### src/rtl/gpio_port_pkg.sv
package gpio_port_pkg;
   // word offsets of the register file
   localparam int unsigned OFS_DIR     = 0;
   localparam int unsigned OFS_POL     = 1;
   localparam int unsigned OFS_VAL     = 2;
   localparam int unsigned OFS_SET     = 3;
   localparam int unsigned OFS_CLR     = 4;
   localparam int unsigned OFS_CAUSE   = 5;
   localparam int unsigned OFS_MASK_A  = 6;
   localparam int unsigned OFS_MASK_B  = 7;
   localparam int unsigned OFS_CTRL    = 8;
   localparam int unsigned MIN_ADDR_W  = 4;
endpackage

### src/rtl/gpio_sync.sv
module gpio_sync #(
   parameter int W      = 32,
   parameter int STAGES = 2
) (
   input  logic         clk,
   input  logic         rst_n,
   input  logic [W-1:0] d,
   output logic [W-1:0] q
);
   logic [STAGES-1:0][W-1:0] chain;

   generate
      if (STAGES < 2) begin : g_bad_stages
         $error("gpio_sync: STAGES must be at least 2");
      end
   endgenerate

   always_ff @(posedge clk or negedge rst_n) begin
      if (!rst_n) begin
         chain <= '0;
      end else begin
         chain[0] <= d;
         for (int s = 1; s < STAGES; s++) begin
            chain[s] <= chain[s-1];
         end
      end
   end

   assign q = chain[STAGES-1];

   // the synchroniser output is the input seen STAGES edges earlier
   p_sync_depth_r4: assert property (@(posedge clk) disable iff (!rst_n)
      rst_n |=> (chain[1] == $past(chain[0])));
endmodule

### src/rtl/gpio_grp_irq.sv
module gpio_grp_irq #(
   parameter int GW = 8
) (
   input  logic          clk,
   input  logic          rst_n,
   input  logic          level_mode,
   input  logic [GW-1:0] val_old,
   input  logic [GW-1:0] val_new,
   input  logic [GW-1:0] mask,
   input  logic [GW-1:0] cause_old,
   input  logic [GW-1:0] cause_new,
   input  logic          cause_wr,
   output logic          irq
);
   logic raise;
   logic drop_lvl;
   logic drop_edge;

   assign raise     = |(val_new & ~val_old & mask);
   assign drop_lvl  = level_mode && (|(val_old & ~val_new)) && !(|val_new);
   assign drop_edge = !level_mode && cause_wr && (cause_old != cause_new) && !(|cause_new);

   always_ff @(posedge clk or negedge rst_n) begin
      if (!rst_n) begin
         irq <= 1'b0;
      end else if (raise) begin
         irq <= 1'b1;
      end else if (drop_lvl || drop_edge) begin
         irq <= 1'b0;
      end
   end

   // a masked rise always leaves the summary high
   p_masked_rise_r6: assert property (@(posedge clk) disable iff (!rst_n)
      raise |=> irq);
   // a cause write never releases the summary in level mode
   p_lvl_cause_keep_r8: assert property (@(posedge clk) disable iff (!rst_n)
      (level_mode && irq && !(|(val_old & ~val_new))) |=> irq);
   // in edge mode nothing but a cause write releases the summary
   p_edge_keep_r9: assert property (@(posedge clk) disable iff (!rst_n)
      (!level_mode && irq && !cause_wr) |=> irq);
endmodule

### src/rtl/gpio_irq_port.sv
module gpio_irq_port #(
   parameter int NPINS       = 32,
   parameter int GRP_W       = 8,
   parameter int DATA_W      = 32,
   parameter int ADDR_W      = 4,
   parameter int SYNC_STAGES = 2,
   parameter int MODE_BIT    = 10
) (
   input  logic                     clk,
   input  logic                     rst_n,
   input  logic [NPINS-1:0]         pin_in,
   output logic [NPINS-1:0]         pin_out,
   output logic [NPINS-1:0]         pin_oe,
   input  logic [ADDR_W-1:0]        reg_addr,
   input  logic                     reg_wr,
   input  logic [DATA_W-1:0]        reg_wdata,
   output logic [DATA_W-1:0]        reg_rdata,
   output logic [NPINS/GRP_W-1:0]   grp_irq
);
   import gpio_port_pkg::*;

   localparam int NGRP = NPINS / GRP_W;
   localparam logic [ADDR_W-1:0] A_DIR    = ADDR_W'(OFS_DIR);
   localparam logic [ADDR_W-1:0] A_POL    = ADDR_W'(OFS_POL);
   localparam logic [ADDR_W-1:0] A_VAL    = ADDR_W'(OFS_VAL);
   localparam logic [ADDR_W-1:0] A_SET    = ADDR_W'(OFS_SET);
   localparam logic [ADDR_W-1:0] A_CLR    = ADDR_W'(OFS_CLR);
   localparam logic [ADDR_W-1:0] A_CAUSE  = ADDR_W'(OFS_CAUSE);
   localparam logic [ADDR_W-1:0] A_MASK_A = ADDR_W'(OFS_MASK_A);
   localparam logic [ADDR_W-1:0] A_MASK_B = ADDR_W'(OFS_MASK_B);
   localparam logic [ADDR_W-1:0] A_CTRL   = ADDR_W'(OFS_CTRL);

   generate
      if (NPINS % GRP_W != 0) begin : g_bad_group
         $error("gpio_irq_port: NPINS must be a multiple of GRP_W");
      end
      if (NPINS > DATA_W) begin : g_bad_width
         $error("gpio_irq_port: NPINS must not exceed DATA_W");
      end
      if (MODE_BIT >= DATA_W) begin : g_bad_mode
         $error("gpio_irq_port: MODE_BIT outside the data word");
      end
      if (ADDR_W < int'(MIN_ADDR_W)) begin : g_bad_addr
         $error("gpio_irq_port: ADDR_W too narrow for the register map");
      end
   endgenerate

   logic [NPINS-1:0] dir_q, pol_q, val_q, cause_q, mask_q;
   logic             level_q;
   logic [NPINS-1:0] pin_sync, sw_val, val_d, cause_d, rise, wd;
   logic             wr_dir, wr_pol, wr_val, wr_set, wr_clr, wr_cause, wr_mask, wr_ctrl;

   gpio_sync #(.W(NPINS), .STAGES(SYNC_STAGES)) i_sync (
      .clk   (clk),
      .rst_n (rst_n),
      .d     (pin_in),
      .q     (pin_sync)
   );

   assign wd       = reg_wdata[NPINS-1:0];
   assign wr_dir   = reg_wr && (reg_addr == A_DIR);
   assign wr_pol   = reg_wr && (reg_addr == A_POL);
   assign wr_val   = reg_wr && (reg_addr == A_VAL);
   assign wr_set   = reg_wr && (reg_addr == A_SET);
   assign wr_clr   = reg_wr && (reg_addr == A_CLR);
   assign wr_cause = reg_wr && (reg_addr == A_CAUSE);
   assign wr_mask  = reg_wr && ((reg_addr == A_MASK_A) || (reg_addr == A_MASK_B));
   assign wr_ctrl  = reg_wr && (reg_addr == A_CTRL);

   always_comb begin
      sw_val = val_q;
      if (wr_val) begin
         sw_val = wd;
      end else if (wr_set) begin
         sw_val = val_q | wd;
      end else if (wr_clr) begin
         sw_val = val_q & ~wd;
      end
   end

   assign val_d   = (dir_q & sw_val) | (~dir_q & (pin_sync ^ pol_q));
   assign rise    = val_d & ~val_q;
   assign cause_d = (wr_cause ? wd : cause_q) | rise;

   always_ff @(posedge clk or negedge rst_n) begin
      if (!rst_n) begin
         dir_q   <= '0;
         pol_q   <= '0;
         val_q   <= '0;
         cause_q <= '0;
         mask_q  <= '0;
         level_q <= 1'b0;
      end else begin
         val_q   <= val_d;
         cause_q <= cause_d;
         if (wr_dir)  dir_q   <= wd;
         if (wr_pol)  pol_q   <= wd;
         if (wr_mask) mask_q  <= wd;
         if (wr_ctrl) level_q <= reg_wdata[MODE_BIT];
      end
   end

   always_comb begin
      reg_rdata = '0;
      case (reg_addr)
         A_DIR:    reg_rdata[NPINS-1:0] = dir_q;
         A_POL:    reg_rdata[NPINS-1:0] = pol_q;
         A_VAL:    reg_rdata[NPINS-1:0] = val_q;
         A_CAUSE:  reg_rdata[NPINS-1:0] = cause_q;
         A_MASK_A: reg_rdata[NPINS-1:0] = mask_q;
         A_MASK_B: reg_rdata[NPINS-1:0] = mask_q;
         A_CTRL:   reg_rdata[MODE_BIT]  = level_q;
         default:  reg_rdata = '0;
      endcase
   end

   generate
      for (genvar g = 0; g < NGRP; g++) begin : g_grp
         gpio_grp_irq #(.GW(GRP_W)) i_grp (
            .clk       (clk),
            .rst_n     (rst_n),
            .level_mode(level_q),
            .val_old   (val_q[g*GRP_W +: GRP_W]),
            .val_new   (val_d[g*GRP_W +: GRP_W]),
            .mask      (mask_q[g*GRP_W +: GRP_W]),
            .cause_old (cause_q[g*GRP_W +: GRP_W]),
            .cause_new (cause_d[g*GRP_W +: GRP_W]),
            .cause_wr  (wr_cause),
            .irq       (grp_irq[g])
         );
      end
   endgenerate

   assign pin_out = val_q;
   assign pin_oe  = dir_q;

   // output bits move only on a value-register access
   p_out_hold_r2: assert property (@(posedge clk) disable iff (!rst_n)
      !(wr_val || wr_set || wr_clr || wr_dir) |=> (((val_q ^ $past(val_q)) & dir_q) == '0));
   // the set and clear aliases always read as zero
   p_alias_read_r3: assert property (@(posedge clk) disable iff (!rst_n)
      ((reg_addr == A_SET) || (reg_addr == A_CLR)) |-> (reg_rdata == '0));
   // input bits follow the synchronised pin through the inversion
   p_input_track_r4: assert property (@(posedge clk) disable iff (!rst_n)
      rst_n |=> (((val_q ^ $past(pin_sync) ^ $past(pol_q)) & ~$past(dir_q)) == '0));
   // every rise of the stored value leaves its cause bit set
   p_rise_cause_r5: assert property (@(posedge clk) disable iff (!rst_n)
      rst_n |=> ((val_q & ~$past(val_q) & ~cause_q) == '0));
   // cause bits are sticky without a cause write
   p_cause_sticky_r5: assert property (@(posedge clk) disable iff (!rst_n)
      !wr_cause |=> ((cause_q & $past(cause_q)) == $past(cause_q)));
   // the mode bit takes the written bit
   p_mode_take_r7: assert property (@(posedge clk) disable iff (!rst_n)
      wr_ctrl |=> (level_q == $past(reg_wdata[MODE_BIT])));
   // both mask addresses load the same register
   p_mask_alias_r10: assert property (@(posedge clk) disable iff (!rst_n)
      wr_mask |=> (mask_q == $past(wd)));
endmodule

### config.mk
export PLATFORM = sky130hd
export DESIGN_NAME = gpio_irq_port
export DESIGN_NICKNAME = d
export VERILOG_FILES = /design/src/rtl/gpio_port_pkg.sv /design/src/rtl/gpio_sync.sv /design/src/rtl/gpio_grp_irq.sv /design/src/rtl/gpio_irq_port.sv
export SDC_FILE = /design/constraint.sdc
export NUM_CORES = 1
export LEC_CHECK = 0
export BUFFER_PORTS_ARGS = -buffer_cell sky130_fd_sc_hd__clkbuf_2
export CAP_MARGIN = 20
export CORE_ASPECT_RATIO = 1.75
export CORE_MARGIN = 2
export CORE_UTILIZATION = 52
export CTS_BUF_LIST = sky130_fd_sc_hd__clkbuf_16
export DETAILED_ROUTE_END_ITERATION = 8
export PLACE_DENSITY = 0.83
export SLEW_MARGIN = 15
export SYNTH_ARGS = -nofsm -noshare
export SYNTH_HDL_FRONTEND = slang
export SYNTH_SLANG_ARGS = --single-unit
### constraint.sdc
create_clock -name clk -period 2.1 [get_ports clk]
set_input_delay 0.42 -clock clk [delete_from_list [all_inputs] [get_ports clk]]
set_output_delay 0.42 -clock clk [all_outputs]
set_load 0.1 [all_outputs]
==> After elaboration in Yosys (flattened, before gate mapping) <==
Cells that the tools add are included.
{ "totals": {"reg_bits": 229, "wordCells": 131, "in_bits": 71, "out_inout_bits": 100} }
{ "classes": {"bitwise": 31, "n_reduce_logical": 61, "n_eq_ne": 12, "n_mux": 15} }
{ "ops": {"columns": ["operator", "n"], "rows": [
  ["$and 32x32->32", 4],
  ["$mux 32", 4],
  ["$reduce_or 8->1", 16],
  ["$pmux 21 s5", 1],
  ["$and 8x8->8", 12],
  ["$not 32->32", 3],
  ["$or 32x32->32", 3],
  ["$not 8->8", 8],
  ["$pmux 10 s5", 1],
  ["$ne 8x8->1", 4],
  ["$xor 32x32->32", 1],
  ["$logic_and 1x1->1", 25],
  ["$eq 4x3->1 const B", 4],
  ["$logic_not 1->1", 9],
  ["$eq 4x2->1 const B", 2],
  ["$mux 1", 8],
  ["$reduce_bool 2->1", 4],
  ["$pmux 1 s6", 1],
  ["$logic_or 1x1->1", 5],
  ["$eq 4x1->1 const B", 1],
  ["$eq 4x4->1 const B", 1],
  ["$logic_not 4->1", 1],
  ["$reduce_or 2->1", 1]
]} }

==> Logic depth before layout (Yosys ltp) <==
Gate-level depths: netlist (run 1).
{ "logic_depth": {"word_depth": 15, "mapped_depth": 12, "depth_no_buf": 7} }

==> By module <==
From an unflattened synthesis (run 1), not the netlist that was laid out.
{ "unflattened": {"hier_cells": 1073, "hier_area_um2": 11646.2} }
{ "modules_own_cells": {"columns": ["mod", "cells_each", "area_per_inst_um2", "instances"], "rows": [
  ["gpio_irq_port", 793, 8533.2, 1],
  ["gpio_sync", 96, 1841.8, 1],
  ["gpio_grp_irq", 46, 317.8, 4]
]} }

==> Least setup slack after synthesis (run 1) <==
No wires, ideal clock.
{ "synth_path": {"kind": "in2out", "start": "input port reg_addr[2]", "end": "output port reg_rdata[10]", "required_ns": 1.680, "t_arrival_ns": 3.130, "setup_slack_ns": -1.450, "path_stages": 5, "cell_sequence": "buf_6 nor2b_1 buf_2 a31oi_1 o21ai_0"} }
{ "synth_between": {"elab_chain_cells": 3, "elab_cells_between_ends": 9, "classes_between": "6 x eq/ne; 1 x mux; 2 x reduce/logical"} }
{ "synth_rtl": {"columns": ["element", "line_no", "rtl"], "rows": [
  ["start: declaration", "gpio_irq_port.sv:14", "input logic [ADDR_W-1:0] reg_addr,"],
  ["$eq 4x3->1", "gpio_irq_port.sv:105", "case (reg_addr)"],
  ["$reduce_or 2->1 (no source line)", null, null],
  ["$pmux 1 s6 *", "gpio_irq_port.sv:105", null],
  ["end: declaration", "gpio_irq_port.sv:17", "output logic [DATA_W-1:0] reg_rdata,"]
]} }
Mark *: on every way between the ends. The rest lies on a longest branch, timed or not.

==> Final worst setup path (run 1) <==
{ "layout_path": {"start": "input port reg_addr[1]", "end": "output port reg_rdata[14]"} }
{ "layout_between": {"elab_chain_cells": 3, "elab_cells_between_ends": 8, "classes_between": "5 x eq/ne; 1 x mux; 2 x reduce/logical"} }
{ "layout_rtl": {"columns": ["element", "line_no"], "rows": [
  ["$eq 4x3->1", "gpio_irq_port.sv:105"],
  ["$reduce_or 2->1 (no source line)", null],
  ["$pmux 21 s5 *", "gpio_irq_port.sv:105"]
]} }
Marked as above.

==> summary.json, run 1 <==
{
  "outcome": "finished, violations left",
  "failed_checks": "negative setup slack",
  "grt_setup_unrepaired": "true",
  "clockBufferDepth": 3,
  "initial_util_pct": 53.1,
  "design.die.area_mm2": 0.0233,
  "number_of_antenna_violations_at_the_first_check_in_global_routing": 0,
  "drt_first_iter_violations": 1388,
  "worst_ep_required_time_ns": 1.68,
  "yosysTopAreaCellShare_pct": 50.0,
  "synth_enable_flop_cells": 0,
  "power_density_normalized_to_cell_area_mw_per_mm2": 1180,
  "fin_util_pct": 77.8,
  "crit_type": "in -> out",
  "port_buffers": 170,
  "netlist.top_cell.by_area": "dfrtp_1",
  "setup_violations": 36,
  "detailedPlacementHpwl_um": 29500,
  "via_per_inst": 6.35,
  "power_leakage_nw": 7.72,
  "cts_tree": "done",
  "hold-path-cell-count": 1,
  "drive_above_1_share_pct": 43.5,
  "grt_util_all_layers_pct": 35.9,
  "worst_setup_path_start_kind": "input pin",
  "dieWidth_um": 116,
  "postSynth.asyncResetShare_pct": 100,
  "top_fanout_value_on_the_critical_path": 8,
  "design.core.area_mm2": 0.0216,
  "worstHoldEndpoint": "i_sync.chain[28]",
  "detailedRoute.firstPassIterationCount": 8,
  "globalplace.congestion": 0.999,
  "cts.reportedPaths.clkPinSlew_ns": 0.06,
  "timing.hold.worst.class": "in -> reg",
  "hold_viol_final": 0,
  "placement.cell_area_mm2": 0.0150,
  "reg2regPathDepth": 6,
  "tritoncts_sinks": 229,
  "route.final.wire_length_um": 43100,
  "max_freq_ghz": 0.402,
  "crit-reg2reg-capture": "g_grp[2].i_grp.irq",
  "synth_area_mm2": 0.0115,
  "cts-root-buf": "clkbuf_16",
  "cts_buffers": 22,
  "worst_slew_pin_slew_ns": 0.662,
  "slew_violations": 0,
  "global_route_wire_length_before_repair_um": 64200,
  "drv_cap": 0,
  "final_min_period_over_clock_period_pct": 119,
  "layout_setup_ws_ns": -0.389,
  "whs_ns": 0.00640,
  "first_global_vias": 11900,
  "max-slew-margin-rel_pct": 55.9,
  "main_synth_ff_type": "dfrtp_1",
  "synth_cells": 1078,
  "synth-warning-count": 0,
  "final_cell_area_mm2": 0.0168,
  "regToRegSetupSlack_ns": -0.09,
  "worstPathArrival_ns": 2.07,
  "seq_area_frac_synth_pct": 50.0,
  "io-pin-count": 171,
  "num-nets-final": 1567,
  "postSynthRegisterBits": 229,
  "min-delay-start": "pin_in[28]",
  "post_drt_wl_per_cell_um": 23.9,
  "crit_path_end_kind": "output pin",
  "vdd_drop_max_uv": 1040,
  "synth_area_leaders": "dfrtp_1, mux2_2, nand2_1",
  "unique_cell_type_count_in_the_yosys_netlist": 84,
  "cts_htree_levels": 1,
  "num_antenna_cells": 0,
  "syn_to_final_growth_pct": 46.5,
  "syn_area_per_cell_um2": 10.6,
  "route.detailed.drc": 0,
  "synth_most_common_cell": "dfrtp_1",
  "worst_skew_pair.late_latency_ns": 0.53,
  "finalCriticalPeriod_ns": 2.49,
  "vert_die_dim_um": 200,
  "drt.antenna.violating_nets": 0,
  "fp-row-count": 71,
  "r2r_start": "pol_q[17]",
  "finClkSkew_ns": 0.00810,
  "globalRoute.totalOverflow": 0,
  "grt_start_max_net_pins": 63,
  "placement.setup.worst_slack_ns": -0.590,
  "via_count": 11500,
  "synth.net_count": 1149,
  "synth.top_cells.by_count": "dfrtp_1, nand2_1, mux2_2"
}
cells in the final DEF, fill, tap and decap left out, types with 9 or more instances in the layout:
master           n
mux2_2          76
xor2_1          17
buf_4          213
nand2b_1         9
a31oi_1         12
a32oi_1         10
a21oi_1         27
o21ai_0         32
nand4_1         10
nor3_1          10
buf_6           19
clkbuf_2       133
xnor2_1         11
a222oi_1        34
nand2_4         31
dlygate4sd3_1   22
a211oi_1        10
dfrtp_1        204
a21o_1          23
a22oi_1         33
inv_1           64
clkbuf_16       27
buf_12          54
nand2_1         90
nand3_1         19
nor2_1          49
dfrtp_2         25
o22ai_1         11
final cells by class:
cell class | count | area, µm²
clock buffer | 23 | 576
clock inverter | 17 | 155
fill | 1353 | 4790
inverter | 61 | 229
multi-input combinational | 730 | 5720
sequential | 229 | 5760
tap | 292 | 365
timing repair buffer | 452 | 3990
timing repair:
item | 4_1_cts | 5_1_grt
cloned | 3 | 3
gates resized for setup | 48 | 48
hold endpoints to repair | 76 | 1
pin swaps | 16 | 40
hold buffers | 21 | 1
endpoints found under the setup margin | 36 | 36
buffers inserted | 14 | 23
cell families after synthesis:
logic type	count (synthesis)	synth area share (%)
and+or+nand+nor	294	13.0
xor gates and xnor gates	32	2.45
muxes	77	7.55
DFF	229	50.0
AOI/OAI and AO/OA	326	22.2
buffers and inverters	120	4.79
report_power, final:
group,switching (mW),internal [mW],leakage [nW],total (mW)
logic,6.25,2.99,4.73,9.24
registers,1.20,5.32,2.61,6.52
clock network,1.75,2.35,0.374,4.11
total,9.21,10.7,7.72,19.9
per-stage QoR:
step | cells | TNS [ns] | total power [mW]
finish | 1804 | -8.51 | 19.9
global route | 1804 | -10.05 | 20.6
CTS | 1781 | -8.58 | 19.6
detailed placement | 1704 | -16.07 | 15.3
global placement | 1704 | -13.56 | 15.2
floorplan | 1078 | -2.13 | 12.2
sequential cells by signal (all words and copies together) (netlist names):
name,cells
mask_q,32
cause_q,32
i_sync.chain,32
g_grp.i_grp.irq,4
i_sync.q,32
pin_oe,32
pin_out,32
level_q,1
pol_q,32
worst max-delay path, cell delays in order:
cell	delay [ns]
clkbuf_16	0.13
buf_6	0.11
and3b_4	0.22
buf_12	0.16
buf_12	0.14
a222oi_1	0.58
nand2_4	0.11
buf_12	0.20
worst max-delay path by stage:
stage	from	end	slack [ns]	depth (start not counted)
3_3_place_gp	reg_addr[1]	g_grp[2].i_grp.irq	-0.59	10
3_5_place_dp	reg_addr[1]	g_grp[1].i_grp.irq	-0.59	10
2_1_floorplan	reg_addr[3]	g_grp[0].i_grp.irq	-0.32	9
4_1_cts	reg_addr[1]	reg_rdata[23]	-0.32	7
6_report	reg_addr[1]	reg_rdata[14]	-0.39	8
5_1_grt	reg_addr[1]	reg_rdata[20]	-0.36	9
per-layer routing:
metal	routed length, µm	share of wire, %	GRT usage, %
met1	14300	33	39.8
met2	22100	51	60.2
met3	3190	7.4	6.14
met4	3520	8.2	26.5
met5	0	0	0
(Power assumes the default switching activity.)
==> run 2, diff against run 1 <==
- CORE_MARGIN: 2 -> not set
- PLACE_DENSITY: 0.83 -> not set
- PLACE_DENSITY_LB_ADDON: not set -> 0.25
- SYNTH_HIERARCHICAL: not set -> 1
==> run 2 against run 1 <==
Net effect:
- the run still ends with negative setup slack left
- sequential power is 3.7% higher
- final cell count fell by 9.0%
- total power grew 2.1%
- count of clock-buffer cells in the layout did not move
- via count down 9.4%
- clock power down 5.1%
- critical path type is now reg -> out
==> summary.json, run 2 <==
{
  "first_global_vias": 11100,
  "synth.net_count": 1144,
  "design.core.area_mm2": 0.0221,
  "port_buffers": 170,
  "cts_htree_levels": 1,
  "main_synth_ff_type": "dfrtp_1",
  "globalplace.congestion": 0.936,
  "cts.reportedPaths.clkPinSlew_ns": 0.06,
  "syn_area_per_cell_um2": 10.9,
  "drv_cap": 0,
  "seq_area_frac_synth_pct": 49.2,
  "worst_slew_pin_slew_ns": 0.552,
  "worstHoldEndpoint": "i_sync/chain[30]",
  "timing.hold.worst.class": "in -> reg",
  "max_freq_ghz": 0.446,
  "synth_most_common_cell": "dfrtp_1",
  "cts-root-buf": "clkbuf_16",
  "postSynthRegisterBits": 229,
  "drive_above_1_share_pct": 55.2,
  "totalPowerFinal_mw": 20.3,
  "final.fill_count": 1369,
  "synth_cells": 1073,
  "grt_setup_unrepaired": "true",
  "detailedRoute.firstPassIterationCount": 5,
  "synth-warning-count": 6,
  "vdd_drop_max_uv": 1340,
  "cts_tree": "done",
  "slew_violations": 0,
  "via_count": 10400,
  "hold_viol_final": 0,
  "power_density_normalized_to_cell_area_mw_per_mm2": 1210,
  "globalRoute.totalOverflow": 0,
  "synth_area_mm2": 0.0116,
  "initial_util_pct": 52.8,
  "netlist.top_cell.by_area": "dfrtp_1",
  "fp-row-count": 72,
  "via_per_inst": 6.32,
  "top_fanout_value_on_the_critical_path": 2,
  "finalCriticalPeriod_ns": 2.24,
  "design.die.area_mm2": 0.0230,
  "worst_setup_path_start_kind": "register",
  "worst_skew_pair.late_latency_ns": 0.53,
  "failed_checks": "negative setup slack",
  "finClkSkew_ns": 0.0152,
  "worstPathArrival_ns": 1.82,
  "hold-path-cell-count": 1,
  "dieWidth_um": 115,
  "syn_to_final_growth_pct": 44.4,
  "grt_start_max_net_pins": 52,
  "min-delay-start": "pin_in[30]",
  "postSynth.asyncResetShare_pct": 100,
  "cts_buffers": 23,
  "num-nets-final": 1399,
  "post_drt_wl_per_cell_um": 23.8,
  "final_cell_area_mm2": 0.0168,
  "grt_util_all_layers_pct": 34.6,
  "route.final.wire_length_um": 39100,
  "detailedPlacementHpwl_um": 26500,
  "io-pin-count": 171,
  "mostFrequentLayoutCell": "dfrtp_1",
  "global_route_wire_length_before_repair_um": 60100,
  "crit_type": "reg -> out",
  "number_of_antenna_violations_at_the_first_check_in_global_routing": 1,
  "placement.cell_area_mm2": 0.0151,
  "r2r_start": "pin_oe[30]",
  "synth_enable_flop_cells": 0,
  "tritoncts_sinks": 229,
  "mostFrequentLayoutCells": "dfrtp_1, clkbuf_2, mux2_2, buf_4, nand2_1",
  "reg2regPathDepth": 9,
  "synth_area_leaders": "dfrtp_1, mux2_2, xor2_1",
  "unique_cell_type_count_in_the_yosys_netlist": 40,
  "drt.antenna.violating_nets": 0,
  "power_leakage_nw": 6.98,
  "synth.top_cells.by_count": "dfrtp_1, mux2_2, o22ai_1",
  "outcome": "finished, violations left",
  "route.detailed.drc": 0,
  "max-slew-margin-rel_pct": 62.9,
  "crit-reg2reg-capture": "g_grp[3].i_grp/irq",
  "crit_path_end_kind": "output pin",
  "clockBufferDepth": 3,
  "drt_first_iter_violations": 612,
  "layout_setup_ws_ns": -0.144,
  "setup_violations": 35,
  "regToRegSetupSlack_ns": -0.01,
  "vert_die_dim_um": 200,
  "yosysTopAreaCellShare_pct": 49.2,
  "worst_ep_required_time_ns": 1.68,
  "final_min_period_over_clock_period_pct": 107
}
run 2: cell types whose count changed in the layout (fill, tap and decap cells not counted), sizes merged, moves of 23 or more:
cell     before  now
a21o         23    0
a222oi       34    0
a22oi        38   69
a2bb2oi       8   33
and3          6   33
buf         291  170
mux2         76  128
nand2       123   67
nor2         50    7
nor3         11   36
o22ai        12   78
o31ai         3   36
xor2         18   64
run 2: cell families after synthesis:
group,count (synthesis),share of synthesized area [%]
XOR/XNOR,64,4.81
multiplexers,129,12.5
AND/OR/NAND/NOR,201,9.12
buffers and inverters,154,6.42
flip-flops,229,49.2
AO/OA/AOI/OAI,296,18.0
run 2: report_power, final:
| group | total (mW) | switching [mW] | internal (mW) |
|---|---|---|---|
| logic | 9.62 | 6.65 | 2.98 |
| registers | 6.76 | 1.38 | 5.38 |
| clock network | 3.90 | 1.68 | 2.22 |
| total | 20.3 | 9.71 | 10.6 |
run 2: metrics by stage:
step                setup WS, ns  util, %  hold WS (ns)  TNS [ns]  cells
floorplan                 -0.159        -         0.124     -3.33   1073
global placement          -0.290     68.6         0.332     -6.59   1548
detailed placement        -0.390     68.6         0.335     -8.69   1548
CTS                       -0.137     75.2      0.000497     -2.71   1632
global route              -0.179     76.2       0.00169     -4.60   1641
finish                    -0.144     76.2       0.00968     -3.25   1641
run 2: final cells by class:
class	count	area, µm²	share of cell area (%)
antenna	1	2.50	0.0149
clock buffer	23	576	3.42
clock inverter	18	123	0.729
inverter	57	214	1.27
multi-input combinational	690	6660	39.6
sequential	229	5820	34.6
tap	296	370	2.20
timing repair buffer	327	3060	18.2
run 2: how the worst max path moves through the flow:
| stage | from | to | slack (ns) |
|---|---|---|---|
| final | pol_q[10] | reg_rdata[10] | -0.14 |
| after global routing | reg_addr[2] | reg_rdata[15] | -0.18 |
| after CTS | pol_q[10] | reg_rdata[10] | -0.14 |
| after detailed placement | reg_addr[2] | g_grp[0].i_grp/irq | -0.39 |
| after global placement | reg_addr[2] | g_grp[0].i_grp/irq | -0.29 |
| after floorplan | pin_oe[30] | reg_rdata[30] | -0.16 |
run 2: routing by layer:
metal  share of wire [%]  up-vias  GRT usage, %
met5                   0        -             0
met4                 6.8        0          23.5
met3                 5.9      198          5.31
met2                  52      525          61.7
met1                  35     5206          37.5
li1                    -     4440             -
run 2: critical path, cell delays in order, from the launching register on:
cell and delay, ns:
dfrtp_1 0.40, mux2_4 0.29, a221oi_4 0.25, o32ai_4 0.15, buf_12 0.20
run 2: timing repair:
item / in CTS / in global routing
resized for setup: 76 / 25
setup buffers: 21 / 8
endpoints found under the setup margin: 32 / 36
hold endpoints to repair: 61 / 0
hold buffers: 19 / 0
cloned: 3 / 1
pin swaps: 19 / 19
